$ cat src/rtl/uart_regs_pkg.sv
package uart_regs_pkg;
  localparam int REG_W = 16;

  // word offsets with a fixed meaning
  localparam int OFS_DATA = 0;
  localparam int OFS_FLA  = 6;
  localparam int OFS_FLB  = 7;
  localparam int OFS_TEST = 10;

  // configuration register slots
  localparam int NCFG   = 7;
  localparam int CFG_C1 = 0;
  localparam int CFG_C2 = 1;
  localparam int CFG_C4 = 3;

  // flag and enable bit positions (enable bits share positions with flags)
  localparam int FA_TRDY   = 13;
  localparam int FA_RRDY   = 9;
  localparam int FA_AGE    = 8;
  localparam int FA_RXIDLE = 6;
  localparam int FB_TXFE   = 14;
  localparam int FB_WAKE   = 7;
  localparam int FB_DCD    = 5;
  localparam int FB_TXDC   = 3;
  localparam int FB_ORE    = 1;
  localparam int FB_RDR    = 0;
  localparam int C1_TXE_IE = 6;
  localparam int C2_TXEN   = 2;
  localparam int C2_AGE_IE = 3;
  localparam int TS_RXEMPTY = 5;
  localparam int TS_TXEMPTY = 6;

  localparam logic [REG_W-1:0] FA_IRQ_MASK = REG_W'((1 << FA_TRDY) | (1 << FA_RRDY));
  localparam logic [REG_W-1:0] FB_IRQ_MASK =
    REG_W'((1 << FB_WAKE) | (1 << FB_TXDC) | (1 << FB_ORE) | (1 << FB_RDR));

  function automatic int cfg_offset(input int i);
    case (i)
      0: return 1;
      1: return 2;
      2: return 3;
      3: return 4;
      4: return 5;
      5: return 8;
      default: return 9;
    endcase
  endfunction

  function automatic logic [REG_W-1:0] cfg_reset(input int i);
    case (i)
      1: return REG_W'(16'h0001);
      2: return REG_W'(16'h0700);
      4: return REG_W'(16'h0801);
      6: return REG_W'(16'h0004);
      default: return '0;
    endcase
  endfunction
endpackage

$ cat src/rtl/uart_cfg_reg.sv
module uart_cfg_reg #(
  parameter int W = 16,
  parameter logic [W-1:0] RST = '0
) (
  input  logic         clk,
  input  logic         rst_n,
  input  logic         we_i,
  input  logic [W-1:0] d_i,
  output logic [W-1:0] q_o
);
  logic [W-1:0] q;

  always_ff @(posedge clk or negedge rst_n) begin
    if (!rst_n)    q <= RST;
    else if (we_i) q <= d_i;
  end

  assign q_o = q;
endmodule

$ cat src/rtl/uart_flag_reg.sv
module uart_flag_reg #(
  parameter int W = 16,
  parameter logic [W-1:0] RST = '0
) (
  input  logic         clk,
  input  logic         rst_n,
  input  logic [W-1:0] set_i,
  input  logic [W-1:0] clr_i,
  output logic [W-1:0] q_o
);
  logic [W-1:0] q, d;
  logic         en;

  // set dominates clear
  always_comb begin
    en = |(set_i | clr_i);
    d  = (q & ~clr_i) | set_i;
  end

  always_ff @(posedge clk or negedge rst_n) begin
    if (!rst_n)  q <= RST;
    else if (en) q <= d;
  end

  assign q_o = q;
endmodule

$ cat src/rtl/uart_tx_handshake.sv
module uart_tx_handshake #(
  parameter int BYTE_W = 8
) (
  input  logic              clk,
  input  logic              rst_n,
  input  logic              data_wr_i,
  input  logic              tx_en_i,
  input  logic [BYTE_W-1:0] byte_i,
  input  logic              done_i,
  output logic              valid_o,
  output logic [BYTE_W-1:0] byte_o,
  output logic              flag_clr_o,
  output logic              flag_set_o
);
  logic              accept;
  logic              valid_q;
  logic [BYTE_W-1:0] byte_q;

  always_comb begin
    accept     = data_wr_i & tx_en_i;
    flag_clr_o = accept;
    flag_set_o = (done_i & ~accept) | (data_wr_i & ~tx_en_i);
  end

  always_ff @(posedge clk or negedge rst_n) begin
    if (!rst_n) valid_q <= 1'b0;
    else        valid_q <= accept;
  end

  always_ff @(posedge clk or negedge rst_n) begin
    if (!rst_n)      byte_q <= '0;
    else if (accept) byte_q <= byte_i;
  end

  assign valid_o = valid_q;
  assign byte_o  = byte_q;
endmodule

$ cat src/rtl/uart_irq_merge.sv
module uart_irq_merge #(
  parameter int W = 16
) (
  input  logic [W-1:0] fa_i,
  input  logic [W-1:0] fa_en_i,
  input  logic [W-1:0] fb_i,
  input  logic [W-1:0] fb_en_i,
  output logic         irq_o
);
  logic [W-1:0] hit_a, hit_b;

  for (genvar b = 0; b < W; b++) begin : g_bit
    assign hit_a[b] = fa_i[b] & fa_en_i[b];
    assign hit_b[b] = fb_i[b] & fb_en_i[b];
  end

  assign irq_o = |hit_a | |hit_b;
endmodule

$ cat src/rtl/uart_regfile.sv
module uart_regfile
  import uart_regs_pkg::*;
#(
  parameter int ADDR_W = 4,
  parameter int DATA_W = 32,
  parameter int REG_W  = uart_regs_pkg::REG_W,
  parameter int BYTE_W = 8
) (
  input  logic              clk,
  input  logic              rst_n,
  input  logic [ADDR_W-1:0] addr,
  input  logic              wr_en,
  input  logic              rd_en,
  input  logic [DATA_W-1:0] wdata,
  output logic [DATA_W-1:0] rdata,
  output logic              irq,
  output logic              tx_valid,
  output logic [BYTE_W-1:0] tx_byte,
  input  logic              tx_done,
  input  logic              ev_rrdy,
  input  logic              ev_age,
  input  logic              ev_rdr,
  input  logic              ev_ore,
  input  logic              ev_wake,
  input  logic              rx_empty,
  input  logic              dcd_in
);
  localparam logic [REG_W-1:0] FA_RST = REG_W'((1 << FA_TRDY) | (1 << FA_RXIDLE));
  localparam logic [REG_W-1:0] FB_RST = REG_W'((1 << FB_TXFE) | (1 << FB_TXDC));
  localparam logic [REG_W-1:0] FB_DCD_M = REG_W'(1 << FB_DCD);
  localparam logic [REG_W-1:0] TX_FA_M  = REG_W'(1 << FA_TRDY);
  localparam logic [REG_W-1:0] TX_FB_M  = REG_W'((1 << FB_TXFE) | (1 << FB_TXDC));

  // reset: asynchronous assert, synchronous release
  logic [1:0] rst_sync;
  logic       srst_n;
  always_ff @(posedge clk or negedge rst_n) begin
    if (!rst_n) rst_sync <= '0;
    else        rst_sync <= {rst_sync[0], 1'b1};
  end
  assign srst_n = rst_sync[1];

  logic unused_hi;
  assign unused_hi = ^wdata[DATA_W-1:REG_W];

  int unsigned ofs;
  assign ofs = int'(addr);

  // configuration registers
  logic [REG_W-1:0] cfg_q [NCFG];
  for (genvar g = 0; g < NCFG; g++) begin : g_cfg
    logic we;
    assign we = wr_en && (ofs == cfg_offset(g));
    uart_cfg_reg #(.W(REG_W), .RST(cfg_reset(g))) u_reg (
      .clk(clk), .rst_n(srst_n), .we_i(we),
      .d_i(wdata[REG_W-1:0]), .q_o(cfg_q[g])
    );
  end

  logic [REG_W-1:0] ctrl1_q, ctrl2_q, ctrl4_q;
  assign ctrl1_q = cfg_q[CFG_C1];
  assign ctrl2_q = cfg_q[CFG_C2];
  assign ctrl4_q = cfg_q[CFG_C4];

  // transmit hand-off
  logic tx_clr, tx_set;
  uart_tx_handshake #(.BYTE_W(BYTE_W)) u_tx (
    .clk(clk), .rst_n(srst_n),
    .data_wr_i(wr_en && (ofs == OFS_DATA)),
    .tx_en_i(ctrl2_q[C2_TXEN]),
    .byte_i(wdata[BYTE_W-1:0]),
    .done_i(tx_done),
    .valid_o(tx_valid), .byte_o(tx_byte),
    .flag_clr_o(tx_clr), .flag_set_o(tx_set)
  );

  // flag registers
  logic [REG_W-1:0] fa_set, fa_clr, fb_set, fb_clr, st1_q, st2_raw, st2_q;
  always_comb begin
    fa_set = '0;
    fa_set[FA_RRDY] = ev_rrdy;
    fa_set[FA_AGE]  = ev_age;
    fa_set = fa_set | (tx_set ? TX_FA_M : '0);
    fa_clr = ((wr_en && ofs == OFS_FLA) ? wdata[REG_W-1:0] : '0) | (tx_clr ? TX_FA_M : '0);

    fb_set = '0;
    fb_set[FB_WAKE] = ev_wake;
    fb_set[FB_ORE]  = ev_ore;
    fb_set[FB_RDR]  = ev_rdr;
    fb_set = fb_set | (tx_set ? TX_FB_M : '0);
    fb_clr = (((wr_en && ofs == OFS_FLB) ? wdata[REG_W-1:0] : '0) & ~FB_DCD_M)
           | (tx_clr ? TX_FB_M : '0);
  end

  uart_flag_reg #(.W(REG_W), .RST(FA_RST)) u_fla (
    .clk(clk), .rst_n(srst_n), .set_i(fa_set), .clr_i(fa_clr), .q_o(st1_q)
  );
  uart_flag_reg #(.W(REG_W), .RST(FB_RST)) u_flb (
    .clk(clk), .rst_n(srst_n), .set_i(fb_set), .clr_i(fb_clr), .q_o(st2_raw)
  );
  assign st2_q = (st2_raw & ~FB_DCD_M) | (dcd_in ? FB_DCD_M : '0);

  // interrupt enables gathered from three control registers
  logic [REG_W-1:0] fa_en, fb_en;
  always_comb begin
    fa_en = ctrl1_q & FA_IRQ_MASK;
    fa_en[FA_AGE] = ctrl2_q[C2_AGE_IE];
    fb_en = ctrl4_q & FB_IRQ_MASK;
    fb_en[FB_TXFE] = ctrl1_q[C1_TXE_IE];
  end

  uart_irq_merge #(.W(REG_W)) u_irq (
    .fa_i(st1_q), .fa_en_i(fa_en), .fb_i(st2_q), .fb_en_i(fb_en), .irq_o(irq)
  );

  // read path
  logic [REG_W-1:0] rd_mux;
  always_comb begin
    rd_mux = '0;
    for (int i = 0; i < NCFG; i++)
      if (ofs == cfg_offset(i)) rd_mux = cfg_q[i];
    if (ofs == OFS_FLA) rd_mux = st1_q;
    if (ofs == OFS_FLB) rd_mux = st2_q;
    if (ofs == OFS_TEST) begin
      rd_mux[TS_RXEMPTY] = rx_empty;
      rd_mux[TS_TXEMPTY] = st2_q[FB_TXFE];
    end
  end

  assign rdata = rd_en ? {{(DATA_W-REG_W){1'b0}}, rd_mux} : '0;
endmodule

$ cat config.mk
export PLATFORM = sky130hd
export DESIGN_NAME = uart_regfile
export DESIGN_NICKNAME = d
export VERILOG_FILES = /design/src/rtl/uart_regs_pkg.sv /design/src/rtl/uart_cfg_reg.sv /design/src/rtl/uart_flag_reg.sv /design/src/rtl/uart_tx_handshake.sv /design/src/rtl/uart_irq_merge.sv /design/src/rtl/uart_regfile.sv
export SDC_FILE = /design/constraint.sdc
export NUM_CORES = 1
export LEC_CHECK = 0
export BUFFER_PORTS_ARGS = -buffer_cell sky130_fd_sc_hd__buf_2
export CORE_ASPECT_RATIO = 1.1
export CORE_MARGIN = 1
export CORE_UTILIZATION = 35
export DETAILED_ROUTE_END_ITERATION = 8
export GPL_TIMING_DRIVEN = 0
export HOLD_SLACK_MARGIN = 0.1
export PLACE_DENSITY = 0.52
export SLEW_MARGIN = 20
export SYNTH_ARGS = -nofsm -noshare
export SYNTH_HDL_FRONTEND = slang
export SYNTH_SLANG_ARGS = --single-unit
$ cat constraint.sdc
create_clock -name clk -period 4.55 [get_ports clk]
set_input_delay 0.6825 -clock clk [delete_from_list [all_inputs] [get_ports clk]]
set_output_delay 0.6825 -clock clk [all_outputs]
set_load 0.03 [all_outputs]
==> flow_summary.json, run 1 <==
{
  "status": "finished, final reports clean",
  "slowest_delay_ps": 510,
  "fin_cells": 1011,
  "ant_nets": 0,
  "finalCoreUtilization_pct": 42.0,
  "grt_pass1_vias": 5762,
  "cpMaxStageDelayCell": "nand3_1",
  "hp-class": "reg2async",
  "final_common_cell": "dfrtp_1",
  "switching_share_pct": 27.8,
  "grt_first_pass_wirelength_mm": 35.8,
  "critPathBufInv": 5,
  "r2r_end": "u_tx.byte_o[5]",
  "dp_cells": 978,
  "die-area_um2": 22300,
  "p_leak_uw": 0.00398,
  "clock_power_share_pct": 37.8,
  "r2r_start": "g_cfg[1].u_reg.q_o[2]",
  "fill_cells": 2099,
  "grt_max_degree": 45,
  "synthDistinctLibCells": 63,
  "startpoint": "addr[0]",
  "final_cell_mix": "142 x dfrtp_1, 112 x mux2_2, 69 x buf_2, 38 x a21oi_1, 26 x o21ai_0",
  "cp_top_family": "buffers and inverters",
  "yosysSeqAreaShare_pct": 50.9,
  "row_count": 56,
  "route.detailed.drc": 0,
  "async_reset_ff_share_pct": 100,
  "fmax_mhz": 280,
  "ios": 90,
  "dpl_cell_area_um2": 8330,
  "required_ps": 3870,
  "via_count": 5493,
  "fin_nets": 756,
  "grt.total_usage_pct": 22.5,
  "gp_congestion": 0.933,
  "clk_pin_slew_ps": 70,
  "r2r_cells": 3,
  "cts_buffers": 17,
  "power_switching_uw": 1100,
  "fin_area_um2": 8950,
  "synth.top_cell.area_share_pct": 47.1,
  "cts_resized": 0,
  "drive_gt1_share_pct": 38.4,
  "syn2layout_area_growth_pct": 17.8,
  "wl_per_cell_um": 23.4,
  "ys_ff_latch": 154,
  "path_depth": 8,
  "cp_common_cell": "buf_2",
  "cp-start-kind": "input port",
  "cts_tree": "yes",
  "crit_fanout": 10,
  "start_util_pct": 35.7,
  "setup_viol": 0,
  "rsz0062_at_grt": "no",
  "p_comb_share_pct": 17.3,
  "period_share_pct": 78.6,
  "cts_buffer_depth": 2,
  "drv_cap": 0,
  "first_iter_violations": 421,
  "seqPwrFrac_pct": 44.9,
  "drt-pass1-iter-count": 5,
  "synth_top_cells_by_area": "dfrtp_1 47%, mux2_2 17%, dfstp_2 3.8%",
  "port_buffers": 48,
  "cts_root_buf": "clkbuf_16",
  "viasPerCell": 5.43,
  "worstSetupEndpoint": "rdata[3]",
  "routed_wl_mm": 23.6,
  "antenna_cells": 0,
  "postSynthCellCount": 622,
  "cp_data_arrival_time_ps": 2890,
  "synthFlopType": "dfrtp_1",
  "die_w_um": 142,
  "tns_ps": 0,
  "grt.overflow.total": 0,
  "cts_sinks": 154,
  "period_minus_slack_ps": 3570,
  "tightest_slew_ps": 846,
  "r2r_setup_slack_ps": 2960,
  "cts.htree.levels": 4,
  "maxSlewHeadroom_pct": 43.6,
  "finalHoldViolCount": 0,
  "synth_warnings": 0,
  "final_max_slew_viol_count": 0,
  "internal_power_uw": 2860,
  "dp_hpwl_mm": 15.9,
  "crit_path_end_kind": "output port",
  "peakVddDrop_mv": 0.294,
  "whs_ps": 323,
  "cts_setup_buffers": 0,
  "antenna_found_initial": 0,
  "synth_edf_count": 0,
  "powerDensity_nw_per_um2": 442,
  "cp_cell_sequence": "buf_2 > buf_4 > buf_2 > buf_2 > nand3_1 > o21ai_0 > a21oi_1 > buf_2",
  "die_h_um": 157,
  "fin_skew_ps": 7.71,
  "syn_avg_cell_area_um2": 12.2,
  "insertion_delay_ps": 440,
  "core_area_um2": 21300,
  "yosysTopAreaCell": "dfrtp_1",
  "critPathKind": "in2out",
  "syn_area_um2": 7600
}
[state kept, by name, summed over array words and instances, names as in the netlist]
register / flops
u_fla.q_o: 16
u_tx.valid_o: 1
u_flb.q_o: 15
g_cfg.u_reg.q_o: 112
rst_sync: 2
u_tx.byte_o: 8
[timing repair]
| action | in CTS | in global routing |
|---|---|---|
| hold endpoints to repair | 2 | 0 |
| setup endpoints to repair | 0 | 0 |
| hold buffers | 1 | 0 |
[area by class of cell]
cell class | count | area (um2) | area share (%)
sequential | 154 | 3870 | 43.3
multi-input combinational | 407 | 3340 | 37.3
clock buffer | 20 | 447 | 4.99
buffer | 71 | 429 | 4.80
tap | 290 | 363 | 4.05
timing repair buffer | 52 | 318 | 3.55
clock inverter | 12 | 164 | 1.83
inverter | 5 | 18.8 | 0.210
[logic make-up after synthesis]
logic type,after synthesis,share of synthesized area [%]
buffers and inverters,76,5.89
other,2,0.0988
DFF,154,50.9
muxes,150,22.4
AOI/OAI and AO/OA,155,13.9
and+or+nand+nor,85,6.82
[per-layer routing]
layer  GRT usage [%]  vias to the layer above  part of all wire (%)
li1                -                     2428                     -
met3            4.47                       44                   5.8
met4            8.91                        0                   2.9
met2            35.1                      211                    46
met1            30.5                     2810                    45
met5               0                        -                     0
[per-stage QoR]
stage,setup slack [ps],total power [uW]
3_3_place_gp,1050,2450
4_1_cts,1070,3980
3_5_place_dp,1080,2480
2_1_floorplan,1550,2270
5_1_grt,901,4120
6_report,975,3960
[worst min path at each step]
stage                              to  slack [ps]
2_1_floorplan             rst_sync[1]         330
3_3_place_gp              rst_sync[1]         340
3_5_place_dp    g_cfg[1].u_reg.q_o[9]         340
4_1_cts         g_cfg[1].u_reg.q_o[9]         350
5_1_grt        g_cfg[3].u_reg.q_o[10]         370
6_report       g_cfg[4].u_reg.q_o[10]         320
[synth_stat cells, types with 3 or more instances]
library cell / count
buf_4: 20
o21ai_0: 26
inv_1: 5
nand3_2: 4
mux2_1: 6
o311a_1: 4
a22oi_1: 4
nand2b_1: 8
nor2_1: 8
dfstp_2: 11
mux2i_1: 22
nand3b_1: 5
o22ai_1: 8
buf_6: 6
o221ai_1: 7
a21boi_0: 23
clkbuf_1: 17
buf_2: 21
dfrtp_1: 143
nor2b_1: 4
mux2_4: 10
nand2_1: 22
a221oi_1: 8
mux2_2: 112
buf_1: 6
a221o_1: 4
a21o_1: 7
nand3_1: 9
a2bb2oi_1: 5
a31o_2: 4
nand4_1: 3
a21oi_1: 38
and3b_1: 3
[worst register-to-register path, cell delays in order, from the launching register on]
cell,delay [ps]
dfrtp_1,420
nand4_1,310
buf_2,370
mux2_2,370
[power by group through the flow]
stage / clock [uW] / sequential (uW) / combinational (uW)
finish: 1500 / 1780 / 685
global route: 1570 / 1810 / 739
CTS: 1520 / 1780 / 687
detailed placement: 0 / 1800 / 682
global placement: 0 / 1810 / 637
floorplan: 0 / 1790 / 477
Power figures use the tool's default switching activity.
==> run 2, diff against run 1 <==
--- a/config.mk
+++ b/config.mk
@@ -5,6 +5,7 @@
 export SDC_FILE = /design/constraint.sdc
 export NUM_CORES = 1
 export LEC_CHECK = 0
+export ABC_AREA = 1
 export BUFFER_PORTS_ARGS = -buffer_cell sky130_fd_sc_hd__buf_2
 export CORE_ASPECT_RATIO = 1.1
 export CORE_MARGIN = 1
@@ -12,7 +13,7 @@
 export DETAILED_ROUTE_END_ITERATION = 8
 export GPL_TIMING_DRIVEN = 0
 export HOLD_SLACK_MARGIN = 0.1
-export PLACE_DENSITY = 0.52
+export PLACE_DENSITY = 0.51
 export SLEW_MARGIN = 20
 export SYNTH_ARGS = -nofsm -noshare
 export SYNTH_HDL_FRONTEND = slang
==> constraint.sdc (replaced) <==
create_clock -name clk -period 3.6 [get_ports clk]
set_input_delay 0.54 -clock clk [delete_from_list [all_inputs] [get_ports clk]]
set_output_delay 0.54 -clock clk [all_outputs]
set_load 0.03 [all_outputs]
==> run 2 against run 1 <==
Compared with the run above:
- non-clock buffer count decreased by 10
- die area decreased by 8.6%
- utilization increased by 1.1 points
- cell area decreased by 7.1%
- combinational power decreased by 6.1%
- critical path type unchanged
- critical endpoint is now rdata[1]
==> flow_summary.json, run 2 <==
{
  "status": "finished, final reports clean",
  "drt-pass1-iter-count": 4,
  "die_h_um": 150,
  "ys_ff_latch": 154,
  "synth_top_family_by_area": "simple AND/OR/NAND/NOR gates",
  "synthMuxAreaShare_pct": 0,
  "wl_per_cell_um": 18.0,
  "final_cell_mix": "256 x nand2_1, 151 x o21ai_0, 142 x dfrtp_1, 66 x inv_1, 65 x buf_2",
  "yosysTopAreaCell": "dfrtp_1",
  "switching_share_pct": 27.1,
  "critPathKind": "in2out",
  "grt_first_pass_wirelength_mm": 33.1,
  "largest_register_ffs": 112,
  "internal_power_uw": 3510,
  "synth_warnings": 0,
  "syn2layout_area_growth_pct": 19.8,
  "antenna_found_initial": 0,
  "fin_cells": 1178,
  "grt.overflow.total": 0,
  "cp_data_arrival_time_ps": 2310,
  "multi_input_area_um2": 2550,
  "port_buffers": 56,
  "cts_tree": "yes",
  "fmax_mhz": 351,
  "fin_skew_ps": 7.72,
  "synth_top_cells_by_area": "dfrtp_1 52%, nand2_1 14%, o21ai_0 11%",
  "clock_power_share_pct": 40.7,
  "grt.total_usage_pct": 22.5,
  "ant_nets": 0,
  "yosysSeqAreaShare_pct": 55.7,
  "viasPerCell": 4.93,
  "tns_ps": 0,
  "clk_pin_slew_ps": 60,
  "post_synth_and_or_nand_nor_area_fraction_pct": 20.9,
  "yosysMostFrequentCell": "nand2_1",
  "p_leak_uw": 0.00416,
  "routed_wl_mm": 21.2,
  "grt_max_degree": 52,
  "maxSlewHeadroom_pct": 55.5,
  "route.detailed.drc": 0,
  "synthFlopType": "dfrtp_1",
  "grt_pass1_vias": 5672,
  "row_count": 53,
  "die-area_um2": 20400,
  "synthDistinctLibCells": 28,
  "required_ps": 3060,
  "crit_path_end_kind": "output port",
  "synth_edf_count": 0,
  "period_share_pct": 79.1,
  "finalCoreUtilization_pct": 43.1,
  "fin_area_um2": 8310,
  "post_synth_fa_ha_maj_area_fraction_pct": 0,
  "fin_nets": 966,
  "cts_sinks": 154,
  "cts_buffers": 17,
  "postSynthCellCount": 824,
  "via_count": 5805,
  "final_max_slew_viol_count": 0,
  "gp_congestion": 0.830,
  "final_common_cell": "nand2_1",
  "cts_setup_buffers": 0,
  "powerDensity_nw_per_um2": 579,
  "start_util_pct": 36.0,
  "period_minus_slack_ps": 2850,
  "die_w_um": 136,
  "synth_top_cells_by_count": "256 x nand2_1, 151 x o21ai_0, 143 x dfrtp_1, 66 x inv_1, 34 x nor2_1",
  "p_comb_share_pct": 13.4,
  "tightest_slew_ps": 661,
  "core_area_um2": 19300,
  "seqPwrFrac_pct": 45.9,
  "ios": 90,
  "async_reset_ff_share_pct": 100,
  "dp_hpwl_mm": 14.8,
  "drv_cap": 0,
  "synth.top_cell.area_share_pct": 51.6,
  "crit_fanout": 10,
  "cts.htree.levels": 4,
  "fill_cells": 2038,
  "antenna_cells": 0,
  "register_area_um2": 3870,
  "cts_buffer_depth": 2,
  "peakVddDrop_mv": 0.380,
  "drive_gt1_share_pct": 17.0,
  "rsz0062_at_grt": "no",
  "finalHoldViolCount": 0,
  "cp-start-kind": "input port",
  "first_iter_violations": 434,
  "syn_area_um2": 6940,
  "power_switching_uw": 1300,
  "pre_cts_ws_ps": 768,
  "hp-class": "reg2async",
  "cts_root_buf": "clkbuf_16",
  "setup_viol": 0,
  "insertion_delay_ps": 430,
  "synth-xor-area-share_pct": 0,
  "dp_cells": 1145,
  "timing.final.ws_setup_ps": 753,
  "syn_avg_cell_area_um2": 8.42,
  "dpl_cell_area_um2": 7660,
  "synth_compound_area_share_pct": 14.9
}
run 2: cell types whose count changed in the layout (fill, tap and decap cells not counted), moves of 10 or more:
cell / delta
a21boi_0: -23
mux2_2: -112
inv_1: +61
mux2i_1: -22
o21ai_0: +125
nor2_1: +26
nand4_1: +13
nand2_1: +234
mux2_4: -10
run 2: metal layers:
layer	GRT usage (%)	vias to the layer above	routed length, um	share of wire, %
li1	-	2804	-	-
met1	31.2	2840	10000	47
met2	36.3	138	10100	48
met3	3.22	23	820	3.9
met4	6.67	0	301	1.4
met5	0	-	0	0
run 2: power by group through the flow:
| stage | logic, uW | clock network [uW] | registers [uW] |
|---|---|---|---|
| after global routing | 745 | 2060 | 2250 |
| after detailed placement | 651 | 0 | 2240 |
| after CTS | 653 | 1990 | 2210 |
| after global placement | 601 | 0 | 2260 |
| after floorplan | 418 | 0 | 2250 |
| final | 643 | 1960 | 2210 |
run 2: kinds of logic (layout without fill, tap and decap cells):
group | after synthesis | count (layout)
flip-flops | 154 | 154
AND/OR/NAND/NOR | 342 | 342
other | 2 | 17
AO/OA/AOI/OAI | 200 | 200
buffers and inverters | 126 | 218
run 2: worst paths after layout:
check | from | to | slack (ps) | cells past startpoint
max | addr[3] | rdata[1] | 750 | 9
min | rst_sync[1] | u_flb.q_o[7] | 270 | 0
max reg2reg | rst_sync[1] | g_cfg[1].u_reg.q_o[0] | 2140 | 3
min reg2reg | rst_sync[1] | u_flb.q_o[7] | 270 | 0
max in group asynchronous | rst_sync[1] | g_cfg[1].u_reg.q_o[0] | 2140 | 3
min in group clk | wdata[3] | u_fla.q_o[3] | 290 | 2
run 2: final cells by class:
type                       instances  area share [%]
sequential                       154            46.6
clock inverter                    10            1.97
inverter                          73            3.30
multi-input combinational        559            30.7
tap                              247            3.72
buffer                            53            3.66
timing repair buffer              60            4.30
clock buffer                      22            5.82
run 2: worst max-delay path: stages:
cell and delay, ps:
buf_2 100, inv_2 40, nand2_2 160, nor2_4 100
inv_2 160, clkbuf_1 550, o21ai_0 150, a21oi_1 240
buf_2 250
run 2: metrics by stage:
step | power, uW | hold WS (ps)
floorplan | 2670 | 244
global placement | 2860 | 328
detailed placement | 2890 | 287
CTS | 4850 | 273
global route | 5050 | 280
finish | 4810 | 272
run 2: what timing repair did:
action	in CTS	in global routing
hold buffers	1	0
hold endpoints to repair	2	0
gates resized for setup	0	0
==> run 3, diff against run 2 <==
--- a/config.mk
+++ b/config.mk
@@ -5,7 +5,7 @@
 export SDC_FILE = /design/constraint.sdc
 export NUM_CORES = 1
 export LEC_CHECK = 0
-export ABC_AREA = 1
+export ABC_AREA = 0
 export BUFFER_PORTS_ARGS = -buffer_cell sky130_fd_sc_hd__buf_2
 export CORE_ASPECT_RATIO = 1.1
 export CORE_MARGIN = 1
@@ -13,7 +13,7 @@
 export DETAILED_ROUTE_END_ITERATION = 8
 export GPL_TIMING_DRIVEN = 0
 export HOLD_SLACK_MARGIN = 0.1
-export PLACE_DENSITY = 0.51
+export PLACE_DENSITY = 0.5
 export SLEW_MARGIN = 20
 export SYNTH_ARGS = -nofsm -noshare
 export SYNTH_HDL_FRONTEND = slang
==> constraint.sdc (replaced) <==
create_clock -name clk -period 2.7 [get_ports clk]
set_input_delay 0.405 -clock clk [delete_from_list [all_inputs] [get_ports clk]]
set_output_delay 0.405 -clock clk [all_outputs]
set_load 0.03 [all_outputs]
==> run 3 against run 2 <==
Compared with the run above:
- global-route usage is essentially flat
- sequential power grew 36%
- register-to-register slack lost 1100 ps
- die area grew 9.4%
- worst setup slack lost 720 ps
- critical path type unchanged
==> flow_summary.json, run 3 (synthesis gave the netlist of run 1 again) <==
{
  "route.detailed.drc": 0,
  "final_max_slew_viol_count": 0,
  "fin_skew_ps": 12.1,
  "maxSlewHeadroom_pct": 39.1,
  "hold_path_startpoint": "ev_wake",
  "ios": 90,
  "start_util_pct": 35.7,
  "period_minus_slack_ps": 2670,
  "wl_per_cell_um": 23.4,
  "rsz0062_at_grt": "yes",
  "met3_length_mm": 1.42,
  "cts.htree.levels": 4,
  "drive_gt1_share_pct": 40.4,
  "grt.overflow.total": 0,
  "startpoint": "addr[3]",
  "timing.final.ws_setup_ps": 28.3,
  "routed_wl_mm": 23.6,
  "cts_setup_buffers": 0,
  "antenna_cells": 0,
  "r2r_setup_slack_ps": 1020,
  "r2r_cells": 3,
  "p_leak_uw": 0.00402,
  "min_to": "u_flb.q_o[7]",
  "die_h_um": 157,
  "cts_buffer_depth": 2,
  "gp_congestion": 0.842,
  "grt_pass1_vias": 5771,
  "tightest_slew_ps": 902,
  "wl_met2_mm": 11.0,
  "status": "finished, final reports clean",
  "final_cell_mix": "142 x dfrtp_1, 112 x mux2_2, 65 x buf_2, 38 x a21oi_1, 26 x o21ai_0",
  "fin_nets": 753,
  "r2r_end": "u_tx.byte_o[2]",
  "finalHoldViolCount": 0,
  "fin_cells": 1008,
  "cts_buffers": 17,
  "powerDensity_nw_per_um2": 751,
  "cts_tree": "yes",
  "wl_met1_mm": 10.6,
  "dp_hpwl_mm": 16.0,
  "viasPerCell": 5.43,
  "drv_cap": 0,
  "grt_max_degree": 47,
  "critPathKind": "in2out",
  "top_layer_used": "met5",
  "grt.total_usage_pct": 22.5,
  "grt_first_pass_wirelength_mm": 35.9,
  "pre_cts_ws_ps": -280,
  "die-area_um2": 22300,
  "crit_path_end_kind": "output port",
  "crit_fanout": 10,
  "first_iter_violations": 364,
  "row_count": 56,
  "cp-start-kind": "input port",
  "setup_viol": 0,
  "final_common_cell": "dfrtp_1",
  "insertion_delay_ps": 440,
  "dp_cells": 978,
  "tns_ps": 0,
  "cts_root_buf": "clkbuf_16",
  "ant_nets": 0,
  "required_ps": 2300,
  "cp_data_arrival_time_ps": 2270,
  "period_share_pct": 99.0,
  "die_w_um": 142,
  "min_path_cells": 2,
  "drt-pass1-iter-count": 5,
  "largest_register_ffs": 112,
  "whs_ps": 137,
  "cts_sinks": 154,
  "finalCoreUtilization_pct": 42.3,
  "peakVddDrop_mv": 0.474,
  "syn2layout_area_growth_pct": 18.5,
  "clk_pin_slew_ps": 70,
  "via_count": 5472,
  "core_area_um2": 21300,
  "port_buffers": 48,
  "r2r_start": "g_cfg[1].u_reg.q_o[2]",
  "hp-class": "in2reg",
  "fmax_mhz": 374,
  "antenna_found_initial": 1
}
-- run 3: metal layers --
metal	vias to the layer above	global-route usage (%)
met1	2803	29.7
met3	40	5.14
met5	-	0
met4	2	8.45
li1	2428	-
met2	199	35.9
-- run 3: critical path, cell delays in order --
cell	delay, ps
buf_2	140
buf_6	150
buf_2	230
nand2b_1	230
nor3_1	580
o311a_1	310
buf_2	210
-- run 3: where the power goes --
part | switching, uW | internal, uW
registers | 253 | 2740
clock network | 1090 | 1520
logic | 575 | 580
total | 1920 | 4850
-- run 3: repair_timing --
item,in CTS,in global routing
hold endpoints to repair,2,0
endpoints found under the setup margin,12,8
hold buffers,1,0
resized for setup,7,13
-- run 3: final cells by class --
type,instances,area [um2]
plain buffers,68,438
clock buffers,18,439
clock inverters,14,200
fillers,2041,12300
inverters,5,18.8
multi-input cells,407,3360
flip-flops and latches,154,3870
well taps,290,363
repair buffers,52,318
-- run 3: worst max path at each step --
stage,cells after the start,slack [ps],to
floorplan,0,160,g_cfg[0].u_reg.q_o[0]
global placement,0,-800,u_tx.byte_o[2]
detailed placement,9,-280,rdata[3]
CTS,7,10,rdata[13]
global route,7,-10,rdata[1]
finish,7,30,rdata[1]
-- run 3: through the flow --
stage,area [um2],total power (uW)
2_1_floorplan,7660,3820
3_3_place_gp,8260,4130
3_5_place_dp,8330,4190
4_1_cts,9000,6810
5_1_grt,9010,7050
6_report,9010,6760
